<file path="config.mk">
export PLATFORM = sky130hd
export DESIGN_NAME = stack_irq_seq
export DESIGN_NICKNAME = d
export VERILOG_FILES = /design/src/rtl/sis_pkg.sv /design/src/rtl/sis_stall.sv /design/src/rtl/sis_irq_slot.sv /design/src/rtl/stack_irq_seq.sv
export SDC_FILE = /design/constraint.sdc
export NUM_CORES = 1
export LEC_CHECK = 0
export ABC_AREA = 1
export BUFFER_PORTS_ARGS = -buffer_cell sky130_fd_sc_hd__buf_2
export CAP_MARGIN = 20
export CORE_ASPECT_RATIO = 0.9
export CORE_MARGIN = 3
export CORE_UTILIZATION = 58
export CTS_CLUSTER_DIAMETER = 50
export DETAILED_ROUTE_END_ITERATION = 7
export PLACE_DENSITY = 0.81
export SYNTH_ARGS = -nofsm -noshare
export SYNTH_HDL_FRONTEND = slang
export SYNTH_SLANG_ARGS = --single-unit
</file>
<file path="constraint.sdc">
create_clock -name clk -period 4.4 [get_ports clk]
set_clock_uncertainty 0.15 [all_clocks]
set_input_delay 0.66 -clock clk [delete_from_list [all_inputs] [get_ports clk]]
set_output_delay 0.66 -clock clk [all_outputs]
set_load 0.03 [all_outputs]
</file>
<file path="src/rtl/sis_pkg.sv">
package sis_pkg;

    typedef enum logic [3:0] {
        OP_NONE  = 4'd0,
        OP_STEP  = 4'd1,
        OP_RESET = 4'd2,
        OP_BRK   = 4'd3,
        OP_JSR   = 4'd4,
        OP_RTS   = 4'd5,
        OP_RTI   = 4'd6,
        OP_PHP   = 4'd7,
        OP_PLP   = 4'd8
    } sis_op_e;

    typedef enum logic [3:0] {
        S_IDLE,
        S_PUSH_HI,
        S_PUSH_LO,
        S_PUSH_P,
        S_PULL_P,
        S_PULL_LO,
        S_PULL_HI,
        S_VEC_LO,
        S_VEC_HI,
        S_FINISH
    } sis_state_e;

    typedef enum logic [2:0] {
        K_ENTRY,
        K_RESET,
        K_CALL,
        K_RETSUB,
        K_RETINT,
        K_PUSHP,
        K_PULLP
    } sis_kind_e;

    typedef enum logic [1:0] {
        PEND_NONE,
        PEND_MASKABLE,
        PEND_NMI
    } sis_pend_e;

    localparam logic [7:0]  STACK_PAGE   = 8'h01;
    localparam logic [7:0]  SP_AT_RESET  = 8'hFD;
    localparam logic [7:0]  P_AT_RESET   = 8'h24;
    localparam logic [7:0]  P_BREAK_BIT  = 8'h10;
    localparam logic [7:0]  P_UNUSED_BIT = 8'h20;
    localparam logic [7:0]  P_MASK_BIT   = 8'h04;
    localparam int          P_MASK_POS   = 2;

    localparam logic [15:0] VEC_NMI      = 16'hFFFA;
    localparam logic [15:0] VEC_RESET    = 16'hFFFC;
    localparam logic [15:0] VEC_MASKABLE = 16'hFFFE;

    localparam int COST_ENTRY = 7;
    localparam int COST_RESET = 7;
    localparam int COST_STALL = 1;
    localparam int COST_CALL  = 6;
    localparam int COST_RET   = 6;
    localparam int COST_PUSHP = 3;
    localparam int COST_PULLP = 4;

endpackage

</file>
<file path="src/rtl/sis_stall.sv">
module sis_stall #(
    parameter int STALL_W = 16,
    parameter int ADD_W   = 8
) (
    input  logic             clk,
    input  logic             rst_n,
    input  logic             add_valid,
    input  logic [ADD_W-1:0] add_amt,
    input  logic             dec,
    output logic             nonzero
);
    localparam int          SUM_W   = STALL_W + 1;
    localparam logic [SUM_W-1:0] CNT_MAX = {1'b0, {STALL_W{1'b1}}};

    logic [STALL_W-1:0] cnt_q, cnt_d;
    logic [SUM_W-1:0]   sum;

    always_comb begin
        sum = {1'b0, cnt_q}
            + (add_valid ? SUM_W'(add_amt) : '0)
            - SUM_W'(dec);
        cnt_d = (sum > CNT_MAX) ? CNT_MAX[STALL_W-1:0] : sum[STALL_W-1:0];
    end

    always_ff @(posedge clk or negedge rst_n) begin
        if (!rst_n) cnt_q <= '0;
        else        cnt_q <= cnt_d;
    end

    assign nonzero = (cnt_q != '0);
endmodule

</file>
<file path="src/rtl/sis_irq_slot.sv">
module sis_irq_slot
    import sis_pkg::*;
(
    input  logic      clk,
    input  logic      rst_n,
    input  logic      nmi_req,
    input  logic      irq_req,
    input  logic      take,
    output sis_pend_e pend
);
    sis_pend_e pend_q, pend_d, base;

    always_comb begin
        base = take ? PEND_NONE : pend_q;
        if (nmi_req)
            pend_d = PEND_NMI;
        else if (irq_req && base != PEND_NMI)
            pend_d = PEND_MASKABLE;
        else
            pend_d = base;
    end

    always_ff @(posedge clk or negedge rst_n) begin
        if (!rst_n) pend_q <= PEND_NONE;
        else        pend_q <= pend_d;
    end

    assign pend = pend_q;
endmodule

</file>
<file path="src/rtl/stack_irq_seq.sv">
module stack_irq_seq
    import sis_pkg::*;
#(
    parameter int STALL_W = 16,
    parameter int ADD_W   = 8,
    parameter int CYC_W   = 4
) (
    input  logic             clk,
    input  logic             rst_n,
    input  logic             cmd_valid,
    input  logic [3:0]       cmd_op,
    input  logic [15:0]      pc_in,
    input  logic [15:0]      target_in,
    input  logic [7:0]       status_in,
    input  logic             nmi_req,
    input  logic             irq_req,
    input  logic             stall_add_valid,
    input  logic [ADD_W-1:0] stall_add_amt,
    output logic [15:0]      mem_addr,
    output logic [7:0]       mem_wdata,
    output logic             mem_we,
    output logic             mem_re,
    input  logic [7:0]       mem_rdata,
    output logic             busy,
    output logic             done,
    output logic             issue_ok,
    output logic [CYC_W-1:0] cycles_out,
    output logic [15:0]      pc_out,
    output logic [7:0]       status_out,
    output logic [7:0]       sp_out
);
    typedef struct packed {
        sis_state_e       st;
        sis_kind_e        kind;
        logic [7:0]       sp;
        logic [15:0]      word;
        logic [15:0]      pc;
        logic [7:0]       p;
        logic [7:0]       push_p;
        logic [15:0]      vec;
        logic [CYC_W-1:0] cyc;
        logic             issue;
    } seq_t;

    localparam seq_t SEQ_RESET = '{
        st: S_IDLE, kind: K_RESET, sp: SP_AT_RESET, word: 16'h0000,
        pc: 16'h0000, p: P_AT_RESET, push_p: 8'h00, vec: VEC_RESET,
        cyc: '0, issue: 1'b0
    };

    seq_t      r_q, r_d;
    logic      stall_nz, stall_dec, take;
    sis_pend_e pend;
    logic [7:0] sp_inc;
    logic [7:0] pulled_p;

    assign sp_inc   = r_q.sp + 8'd1;
    assign pulled_p = (mem_rdata & ~P_BREAK_BIT) | P_UNUSED_BIT;

    sis_stall #(
        .STALL_W (STALL_W),
        .ADD_W   (ADD_W)
    ) stall_i (
        .clk       (clk),
        .rst_n     (rst_n),
        .add_valid (stall_add_valid),
        .add_amt   (stall_add_amt),
        .dec       (stall_dec),
        .nonzero   (stall_nz)
    );

    sis_irq_slot slot_i (
        .clk     (clk),
        .rst_n   (rst_n),
        .nmi_req (nmi_req),
        .irq_req (irq_req),
        .take    (take),
        .pend    (pend)
    );

    always_comb begin
        r_d       = r_q;
        mem_addr  = 16'h0000;
        mem_wdata = 8'h00;
        mem_we    = 1'b0;
        mem_re    = 1'b0;
        stall_dec = 1'b0;
        take      = 1'b0;

        unique case (r_q.st)
            S_IDLE: begin
                if (cmd_valid) begin
                    r_d.pc    = pc_in;
                    r_d.p     = status_in;
                    r_d.issue = 1'b0;
                    case (cmd_op)
                        OP_STEP: begin
                            r_d.issue = 1'b1;
                            if (stall_nz) begin
                                stall_dec = 1'b1;
                                r_d.issue = 1'b0;
                                r_d.cyc   = CYC_W'(COST_STALL);
                                r_d.st    = S_FINISH;
                            end else if (pend == PEND_NMI ||
                                         (pend == PEND_MASKABLE && !status_in[P_MASK_POS])) begin
                                take       = 1'b1;
                                r_d.kind   = K_ENTRY;
                                r_d.word   = pc_in;
                                r_d.push_p = status_in | P_BREAK_BIT;
                                r_d.p      = status_in | P_MASK_BIT;
                                r_d.vec    = (pend == PEND_NMI) ? VEC_NMI : VEC_MASKABLE;
                                r_d.cyc    = CYC_W'(COST_ENTRY);
                                r_d.st     = S_PUSH_HI;
                            end else begin
                                r_d.cyc = '0;
                                r_d.st  = S_FINISH;
                            end
                        end
                        OP_RESET: begin
                            r_d.kind = K_RESET;
                            r_d.sp   = SP_AT_RESET;
                            r_d.p    = P_AT_RESET;
                            r_d.vec  = VEC_RESET;
                            r_d.cyc  = CYC_W'(COST_RESET);
                            r_d.st   = S_VEC_LO;
                        end
                        OP_BRK: begin
                            r_d.kind   = K_ENTRY;
                            r_d.word   = pc_in;
                            r_d.push_p = status_in | P_BREAK_BIT;
                            r_d.p      = status_in | P_MASK_BIT;
                            r_d.vec    = VEC_MASKABLE;
                            r_d.cyc    = CYC_W'(COST_ENTRY);
                            r_d.st     = S_PUSH_HI;
                        end
                        OP_JSR: begin
                            r_d.kind = K_CALL;
                            r_d.word = pc_in - 16'd1;
                            r_d.pc   = target_in;
                            r_d.cyc  = CYC_W'(COST_CALL);
                            r_d.st   = S_PUSH_HI;
                        end
                        OP_RTS: begin
                            r_d.kind = K_RETSUB;
                            r_d.cyc  = CYC_W'(COST_RET);
                            r_d.st   = S_PULL_LO;
                        end
                        OP_RTI: begin
                            r_d.kind = K_RETINT;
                            r_d.cyc  = CYC_W'(COST_RET);
                            r_d.st   = S_PULL_P;
                        end
                        OP_PHP: begin
                            r_d.kind   = K_PUSHP;
                            r_d.push_p = status_in | P_BREAK_BIT;
                            r_d.cyc    = CYC_W'(COST_PUSHP);
                            r_d.st     = S_PUSH_P;
                        end
                        OP_PLP: begin
                            r_d.kind = K_PULLP;
                            r_d.cyc  = CYC_W'(COST_PULLP);
                            r_d.st   = S_PULL_P;
                        end
                        default: r_d = r_q;
                    endcase
                end
            end
            S_PUSH_HI: begin
                mem_we    = 1'b1;
                mem_addr  = {STACK_PAGE, r_q.sp};
                mem_wdata = r_q.word[15:8];
                r_d.sp    = r_q.sp - 8'd1;
                r_d.st    = S_PUSH_LO;
            end
            S_PUSH_LO: begin
                mem_we    = 1'b1;
                mem_addr  = {STACK_PAGE, r_q.sp};
                mem_wdata = r_q.word[7:0];
                r_d.sp    = r_q.sp - 8'd1;
                r_d.st    = (r_q.kind == K_ENTRY) ? S_PUSH_P : S_FINISH;
            end
            S_PUSH_P: begin
                mem_we    = 1'b1;
                mem_addr  = {STACK_PAGE, r_q.sp};
                mem_wdata = r_q.push_p;
                r_d.sp    = r_q.sp - 8'd1;
                r_d.st    = (r_q.kind == K_ENTRY) ? S_VEC_LO : S_FINISH;
            end
            S_PULL_P: begin
                mem_re   = 1'b1;
                mem_addr = {STACK_PAGE, sp_inc};
                r_d.sp   = sp_inc;
                r_d.p    = pulled_p;
                r_d.st   = (r_q.kind == K_RETINT) ? S_PULL_LO : S_FINISH;
            end
            S_PULL_LO: begin
                mem_re       = 1'b1;
                mem_addr     = {STACK_PAGE, sp_inc};
                r_d.sp       = sp_inc;
                r_d.pc[7:0]  = mem_rdata;
                r_d.st       = S_PULL_HI;
            end
            S_PULL_HI: begin
                mem_re   = 1'b1;
                mem_addr = {STACK_PAGE, sp_inc};
                r_d.sp   = sp_inc;
                if (r_q.kind == K_RETSUB)
                    r_d.pc = {mem_rdata, r_q.pc[7:0]} + 16'd1;
                else
                    r_d.pc = {mem_rdata, r_q.pc[7:0]};
                r_d.st   = S_FINISH;
            end
            S_VEC_LO: begin
                mem_re      = 1'b1;
                mem_addr    = r_q.vec;
                r_d.pc[7:0] = mem_rdata;
                r_d.st      = S_VEC_HI;
            end
            S_VEC_HI: begin
                mem_re       = 1'b1;
                mem_addr     = r_q.vec + 16'd1;
                r_d.pc[15:8] = mem_rdata;
                r_d.st       = S_FINISH;
            end
            S_FINISH: begin
                r_d.st = S_IDLE;
            end
            default: r_d.st = S_IDLE;
        endcase
    end

    always_ff @(posedge clk or negedge rst_n) begin
        if (!rst_n) r_q <= SEQ_RESET;
        else        r_q <= r_d;
    end

    assign busy       = (r_q.st != S_IDLE);
    assign done       = (r_q.st == S_FINISH);
    assign issue_ok   = done && r_q.issue;
    assign cycles_out = r_q.cyc;
    assign pc_out     = r_q.pc;
    assign status_out = r_q.p;
    assign sp_out     = r_q.sp;
endmodule

</file>
**Word-level counts from Yosys, hierarchy flattened**

Index checks and enable logic that the tools add are counted.

- Flip-flop bits (word level): 102
- Bits of input ports: 66
- Output and inout port bits: 65
- Logic and storage cells: 141

- Add/sub/neg operators: 7
- Magnitude comparators: 1
- Equality and inequality tests: 30
- Muxes and demuxes: 49
- Reductions and logical operators: 41

Operators by type and width:

| kind | count |
|---|---|
| 16-bit one-hot mux with 3 select lines | 2 |
| 8-bit one-hot mux with 3 select lines | 4 |
| 84-bit 2-to-1 mux | 1 |
| 16-bit 2-to-1 mux | 4 |
| 16-bit one-hot mux with 4 select lines | 1 |
| 7-bit one-hot mux with 8 select lines | 1 |
| 27-bit 2-to-1 mux | 2 |
| 16-bit by 1-bit adder with 16-bit output, second input constant | 2 |
| 4-bit by 3-bit == test with 1-bit output, second input constant | 8 |
| 16-bit one-hot mux with 2 select lines | 1 |
| 4-bit one-hot mux with 8 select lines | 1 |
| 8-bit one-hot mux with 2 select lines | 2 |
| 8-bit one-hot mux with 4 select lines | 1 |
| 4-bit 2-to-1 mux | 5 |
| 4-bit one-hot mux with 5 select lines | 1 |
| 5-bit AND reduction | 4 |
| 16-bit by 17-bit adder with 17-bit output | 1 |
| 17-bit by 16-bit > comparator with 1-bit output, second input constant | 1 |
| 17-bit by 1-bit subtractor with 17-bit output | 1 |
| 4-bit by 2-bit == test with 1-bit output, second input constant | 4 |
| 8-bit 2-to-1 mux | 2 |
| 16-bit nonzero test | 1 |
| 16-bit by 1-bit subtractor with 16-bit output, second input constant | 1 |
| 3-bit 2-to-1 mux | 5 |
| other kinds (33) | 72 |

**Depth between registers and ports, before layout**

Gate-level depths: netlist of run 1.

- Depth after elaboration: 13
- Gate-level depth with buffers: 21
- Gate-level depth less buffers: 20

**By module**

A second synthesis of run 1 with hierarchy kept.

- Cells, all modules: 1186
- Area, all modules: 7624.8 µm²

Modules (own cells, without submodules):

| module | times used | cells an instance | area each (µm²) | seq. area each (µm²) |
|---|---|---|---|---|
| stack_irq_seq | 1 | 875 | 5664.2 | 1766.7 |
| sis_stall | 1 | 300 | 1871.8 | 400.4 |
| sis_irq_slot | 1 | 11 | 88.8 | 50.0 |

**Worst setup path before layout of run 1**

OpenSTA, ideal clock, no wires.

- Kind: flip-flop to flip-flop
- From: register stall_i.cnt_q[8]
- To: register stall_i.cnt_q[8]
- Data arrival time: 2.926 ns
- Required time: 4.130 ns
- Setup slack: 1.204 ns
- Stages on the path, launching flop included: 21
- Buffers on the path: 1
- Path through: dfrtp_1 inv_1 ha_1 nand2_1 nor3_1 nand2_1 nand3_1 inv_1 ha_1 inv_1 ha_1 fa_1 nand3_1 nand3_1 nand2_1 o211ai_1 nand2_1 nand3_1 nand2_1 buf_4 nand2_1

- Word-level cells in the longest chain between the ends: 8
- Elaborated cells between the ends (all ways): 9
- Those cells by class: add/sub (2); order compare (1); mux (5); reduce/logical (1)

RTL lines:

| item | RTL line | text |
|---|---|---|
| start, declared | sis_stall.sv:15 | `logic [STALL_W-1:0] cnt_q, cnt_d;` |
| start signal, assigned | sis_stall.sv:27 | `else cnt_q <= cnt_d;` |
| branches (longest 5 deep; another with 16-bit by 17-bit adder with 17-bit output) | -- |  |
| 17-bit by 1-bit subtractor with 17-bit output * | sis_stall.sv:21 | `- SUM_W'(dec);` |
| 17-bit by 16-bit > comparator with 1-bit output | sis_stall.sv:22 | `cnt_d = (sum > CNT_MAX) ? CNT_MAX[STALL_W-1:0] : sum[STALL_W-1:0];` |
| 16-bit 2-to-1 mux * | sis_stall.sv:22 |  |
| via stall_i.cnt_d[8] | sis_stall.sv:15 |  |

Mark *: on every way through the listed nets, which the timed path passes.
A chain may end at the register's enable or synchronous reset.

**Worst setup path after layout of run 1**

- From: register stall_i.cnt_q[8]
- To: register stall_i.cnt_q[14]

Same word-level chain as after synthesis.

==> results.sh, run 1 <==
export IMPL_r2r_setup_slack_ns=0.59
export IMPL_switching_share_pct=52.1
export IMPL_overflow=0
export IMPL_peakVddDrop_mv=0.455
export IMPL_clk_latency_ns=0.35
export IMPL_yosysSeqAreaShare_pct=29.9
export IMPL_utilization_pct=67.2
export IMPL_synth_distinct_cells=47
export IMPL_cp_data_arrival_time_ns=3.85
export IMPL_fillers=1156
export IMPL_rsz0062_at_grt="no"
export IMPL_total_power_mw=6.13
export IMPL_cts_hold_buf=0
export IMPL_yosys_top_cells_area="dfrtp_1 (26%), nand2_1 (19%), inv_1 (8.6%)"
export IMPL_p_int_mw=2.94
export IMPL_crit_required_ns=4.44
export IMPL_area_delta_synth_final_pct=11.3
export IMPL_floorplan_die_area_um2=14200
export IMPL_cts_buffer_depth=2
export IMPL_setup_viol=0
export IMPL_slowest_stage="fa_1"
export IMPL_grt_usage_pct=29.0
export IMPL_crit_family="simple AND/OR/NAND/NOR gates"
export IMPL_cts_resized=0
export IMPL_grt_pass1_vias=6988
export IMPL_antenna_found_initial=2
export IMPL_pwr_density_cell_nw_per_um2=743
export IMPL_dpl_cell_area_um2=7920
export IMPL_vias_per_cell=5.44
export IMPL_rows=38
export IMPL_yosysMostFrequentCell="nand2_1"
export IMPL_die_x_um=125
export IMPL_coreArea_um2=12300
export IMPL_cts_buffers=9
export IMPL_syn_avg_cell_area_um2=6.41
export IMPL_reg2reg_to="stall_i.cnt_q[14]"
export IMPL_dp_cells=1400
export IMPL_remaining_drc_errors=0
export IMPL_die_h_um=113
export IMPL_drt_iter0_drc=757
export IMPL_firstDrtPassIters=5
export IMPL_cp_end_kind="flip-flop"
export IMPL_p_switching_mw=3.19
export IMPL_clk_pin_slew_ns=0.07
export IMPL_worst_path_buf_inv=3
export IMPL_crit_path_max_fanout=16
export IMPL_postRouteWirelength_um=20600
export IMPL_fin_cells=1416
export IMPL_dp_hpwl_um=16400
export IMPL_synthArstFlopShare_pct=100
export IMPL_place_gp_congestion=0.965
export IMPL_p_leak_nw=4.61
export IMPL_cts_sinks=88
export IMPL_status="finished, final reports clean"
export IMPL_slew_headroom_pct=46.7
export IMPL_hold_viol_final=0
export IMPL_slowest_delay_ns=0.45
export IMPL_ys_seq_elements=88
export IMPL_grt_max_degree=61
export IMPL_r2r_start="stall_i.cnt_q[8]"
export IMPL_initial_core_util_pct=60.4
export IMPL_fmax_mhz=262
export IMPL_cts_root_buf="clkbuf_16"
export IMPL_r2r_cells=19
export IMPL_crit_top_cell="nand2_1"
export IMPL_pwr_share_comb_pct=61.4
export IMPL_p_clk_share_pct=13.9
export IMPL_slew_viol_final=0
export IMPL_ant_nets=0
export IMPL_synth_commonest_cells="nand2_1 (382), inv_1 (169), nor2_1 (118), nand3_1 (94), dfrtp_1 (76)"
export IMPL_period_minus_slack_ns=3.81
export IMPL_start_kind="flip-flop"
export IMPL_worst_setup_path_type="flip-flop to flip-flop"
export IMPL_drive_above_1_share_pct=15.6
export IMPL_grt_pass1_wl_um=33900
export IMPL_htree_levels=3
export IMPL_synth_edff_count=0
export IMPL_portBuffers=129
export IMPL_drv_cap=0
export IMPL_finalInstanceArea_um2=8250
export IMPL_worstHoldPathType="input pin to asynchronous set/reset pin"
export IMPL_syn_inst=1156
export IMPL_post_cts_repair_setup_buffers=0
export IMPL_p_seq_share_pct=24.7
export IMPL_avgRoutedWirePerCell_um=14.6
export IMPL_fin_crit_sh_pct=86.6
export IMPL_yosysWarnings=0
export IMPL_setup_tns_ns=0
export IMPL_cts_tree="done"
export IMPL_final_net_count=1353
export IMPL_regArea_um2=2220
export IMPL_yosysTopAreaCell="dfrtp_1"
export IMPL_worst_pin_slew_ns=0.800
export IMPL_io_pins=131
export IMPL_synth_area_um2=7410
export IMPL_synthDominantCellAreaShare_pct=25.7
export IMPL_multi_input_area_um2=4160
export IMPL_antenna_cells=0
export IMPL_path_cells="inv_1, ha_1, nand2_1, nor3_1, nand2_1, nand3_1, inv_1, ha_1, inv_1, ha_1, fa_1, nand3_1, nand3_1, nand2_1, o211ai_1, nand2_1, nand3_1, nand2_1, nand2_1"
export IMPL_ys_flop_type="dfrtp_1"
export IMPL_num_vias=7699
## sequential cells by signal (all words and copies together) (netlist names)
name,cells
r_q,35
sp_out,8
stall_i.cnt_q,16
cycles_out,3
slot_i.pend,2
pc_out,16
status_out,8
## power groups by stage
| stage | combinational, mW | sequential [mW] | clock (mW) |
|---|---|---|---|
| 2_1_floorplan | 3.10 | 1.44 | 0 |
| 3_3_place_gp | 3.63 | 1.50 | 0 |
| 3_5_place_dp | 3.73 | 1.52 | 0 |
| 4_1_cts | 3.75 | 1.51 | 0.855 |
| 5_1_grt | 4.22 | 1.57 | 0.896 |
| 6_report | 3.77 | 1.51 | 0.851 |
## kinds of logic (layout without fill, tap and decap cells)
kind of cell             Yosys count  count (layout)  synth area share, %
AO/OA/AOI/OAI                    116             116                 8.95
XOR/XNOR                          24              24                 2.84
adder cells (fa/ha/maj)           36              36                 6.18
buffers and inverters            230             328                 14.0
flip-flops                        88              88                 29.9
other                              2               4                0.101
AND/OR/NAND/NOR                  660             660                 38.0
## worst max-delay path by stage
stage	start	to	slack, ns	depth (start not counted)
2_1_floorplan	stall_i.cnt_q[8]	stall_i.cnt_q[8]	1.20	20
3_3_place_gp	cmd_op[2]	stall_i.cnt_q[15]	0.71	18
3_5_place_dp	cmd_op[2]	stall_i.cnt_q[14]	0.55	18
4_1_cts	stall_i.cnt_q[8]	stall_i.cnt_q[14]	0.60	19
5_1_grt	stall_i.cnt_q[8]	stall_i.cnt_q[7]	0.30	19
6_report	stall_i.cnt_q[8]	stall_i.cnt_q[14]	0.59	19
## area by class of cell
type / count / area share [%]
inverters: 181 / 8.24
clock buffers: 9 / 2.73
well taps: 160 / 2.43
clock inverters: 7 / 1.20
flip-flops and latches: 88 / 26.9
repair buffers: 131 / 8.04
multi-input cells: 840 / 50.5
## per-stage QoR
| step | setup WS, ns | hold WS [ns] |
|---|---|---|
| 2_1_floorplan | 1.20 | 0.214 |
| 3_3_place_gp | 0.712 | 0.283 |
| 3_5_place_dp | 0.548 | 0.292 |
| 4_1_cts | 0.599 | 0.281 |
| 5_1_grt | 0.301 | 0.322 |
| 6_report | 0.588 | 0.249 |
## metal layers
metal	up-vias	track usage [%]	share of wire, %	wire (um)
met5	-	0	0.17	36
met4	4	6.36	1.3	263
met3	34	5.57	7.7	1590
met2	285	46.4	46	9420
met1	3590	41.2	45	9300
li1	3786	-	-	-
## placed cells by master, fill, tap and decap left out, types with 3 or more instances in the layout
cell and instances:
inv_2 11, nand2_1 382, a21oi_1 37, o211ai_1 11
a31oi_1 5, nor2_2 7, o221ai_1 4, buf_4 3
nand3_1 94, o21ai_1 7, dfrtp_1 76, or2_1 6
inv_6 3, nand2_4 3, nand2_2 5, ha_1 35
or2_2 3, xnor2_1 8, o22ai_1 4, nor2_1 118
nand4_1 14, nor3_1 11, nor2_4 4, inv_1 169
o21ai_0 38, buf_2 128, clkbuf_16 9, conb_1 4
or2_0 5, dfstp_2 12, xor2_1 16
Power figures use the tool's default switching activity.
==> run 2: changes to the inputs <==
PLACE_DENSITY = not set   (was 0.81)
PLACE_DENSITY_LB_ADDON = 0.08   (was not set)
==> results.sh, run 2 (same netlist as run 1, synthesis figures left out) <==
export IMPL_status="finished, final reports clean"
export IMPL_total_power_mw=6.11
export IMPL_worst_pin_slew_ns=0.811
export IMPL_fin_crit_sh_pct=85.1
export IMPL_rsz0062_at_grt="no"
export IMPL_cts_hold_buf=0
export IMPL_remaining_drc_errors=0
export IMPL_grt_usage_pct=28.6
export IMPL_cts_buffers=9
export IMPL_setup_viol=0
export IMPL_fmax_mhz=267
export IMPL_top_register="r_q"
export IMPL_largest_reg_flops=35
export IMPL_overflow=0
export IMPL_dp_cells=1400
export IMPL_grt_pass1_vias=6958
export IMPL_drt_iter0_drc=658
export IMPL_peakVddDrop_mv=0.485
export IMPL_r2r_setup_slack_ns=0.66
export IMPL_finalInstanceArea_um2=8240
export IMPL_die_h_um=113
export IMPL_io_pins=131
export IMPL_initial_core_util_pct=60.4
export IMPL_clk_pin_slew_ns=0.07
export IMPL_worstHoldPathType="input pin to asynchronous set/reset pin"
export IMPL_final_common_cell="nand2_1"
export IMPL_num_vias=7517
export IMPL_vias_per_cell=5.30
export IMPL_period_minus_slack_ns=3.74
export IMPL_area_delta_synth_final_pct=11.2
export IMPL_postRouteWirelength_um=20200
export IMPL_cp_end_kind="flip-flop"
export IMPL_pwr_density_cell_nw_per_um2=741
export IMPL_slew_viol_final=0
export IMPL_drv_cap=0
export IMPL_dp_hpwl_um=16200
export IMPL_dp_slack_ns=0.638
export IMPL_r2r_cells=19
export IMPL_die_x_um=125
export IMPL_floorplan_die_area_um2=14200
export IMPL_cts_resized=0
export IMPL_cts_sinks=88
export IMPL_cp_data_arrival_time_ns=3.80
export IMPL_crit_required_ns=4.46
export IMPL_coreArea_um2=12300
export IMPL_utilization_pct=67.2
export IMPL_cts_root_buf="clkbuf_16"
export IMPL_dpl_cell_area_um2=7920
export IMPL_avgRoutedWirePerCell_um=14.3
export IMPL_post_cts_repair_setup_buffers=0
export IMPL_crit_path_max_fanout=16
export IMPL_start_kind="flip-flop"
export IMPL_htree_levels=3
export IMPL_slew_headroom_pct=45.9
export IMPL_firstDrtPassIters=5
export IMPL_ant_nets=0
export IMPL_worst_setup_path_type="flip-flop to flip-flop"
export IMPL_portBuffers=129
export IMPL_rows=38
export IMPL_antenna_found_initial=1
export IMPL_fin_cells=1417
export IMPL_worst_slack_ns=0.658
export IMPL_final_net_count=1353
export IMPL_p_leak_nw=4.61
export IMPL_cts_tree="done"
export IMPL_drive_above_1_share_pct=15.6
export IMPL_setup_tns_ns=0
export IMPL_cts_buffer_depth=2
export IMPL_grt_pass1_wl_um=33100
export IMPL_grt_max_degree=64
export IMPL_place_gp_congestion=0.992
export IMPL_layout_common_cells="nand2_1 (382), inv_1 (169), buf_2 (128)"
export IMPL_whs_ns=0.256
export IMPL_clk_latency_ns=0.35
export IMPL_hold_viol_final=0
## run 2: cell count changes in the layout (fill, tap and decap cells not counted), sizes merged
cell,change
clkinv,+2
diode,+1
inv,-2
## run 2: worst max-delay path, cell delays in order, from the launching register on
cell,delay (ns)
dfrtp_1,0.38
inv_1,0.08
ha_1,0.16
nand2_1,0.06
nor3_1,0.31
nand2_1,0.17
nand3_1,0.10
inv_1,0.04
ha_1,0.26
inv_1,0.04
ha_1,0.21
fa_1,0.45
nand3_1,0.11
nand3_1,0.12
nand2_1,0.09
o211ai_1,0.15
nand2_1,0.12
nand3_1,0.07
nand2_1,0.39
nand2_1,0.11
## run 2: routing by layer
layer	GRT usage (%)	routed length [um]	vias to the layer above	share of wire (%)
met5	0	0	-	0
met4	8.89	535	0	2.6
met3	4.62	1480	40	7.3
met2	45.8	9030	303	45
met1	40.2	9170	3389	45
li1	-	-	3785	-
## run 2: final timing paths
| check | startpoint | endpoint |
|---|---|---|
| max | stall_i.cnt_q[9] | stall_i.cnt_q[6] |
| min | rst_n | r_q[80] |
| max reg2reg | stall_i.cnt_q[9] | stall_i.cnt_q[6] |
| min reg2reg | r_q[25] | r_q[25] |
| max in group asynchronous | rst_n | r_q[59] |
| min in group clk | r_q[25] | r_q[25] |
## run 2: cell type report
| class | instances | area (um^2) |
|---|---|---|
| diodes | 1 | 2.50 |
| multi-input cells | 840 | 4160 |
| fillers | 1129 | 4020 |
| clock buffers | 9 | 225 |
| repair buffers | 131 | 663 |
| clock inverters | 7 | 95.1 |
| inverters | 181 | 679 |
| well taps | 160 | 200 |
| flip-flops and latches | 88 | 2220 |
## run 2: where the power goes
part | internal (mW) | leakage [nW] | total [mW] | switching [mW]
logic | 1.21 | 3.44 | 3.76 | 2.56
registers | 1.24 | 1.02 | 1.51 | 0.276
clock network | 0.498 | 0.156 | 0.832 | 0.334
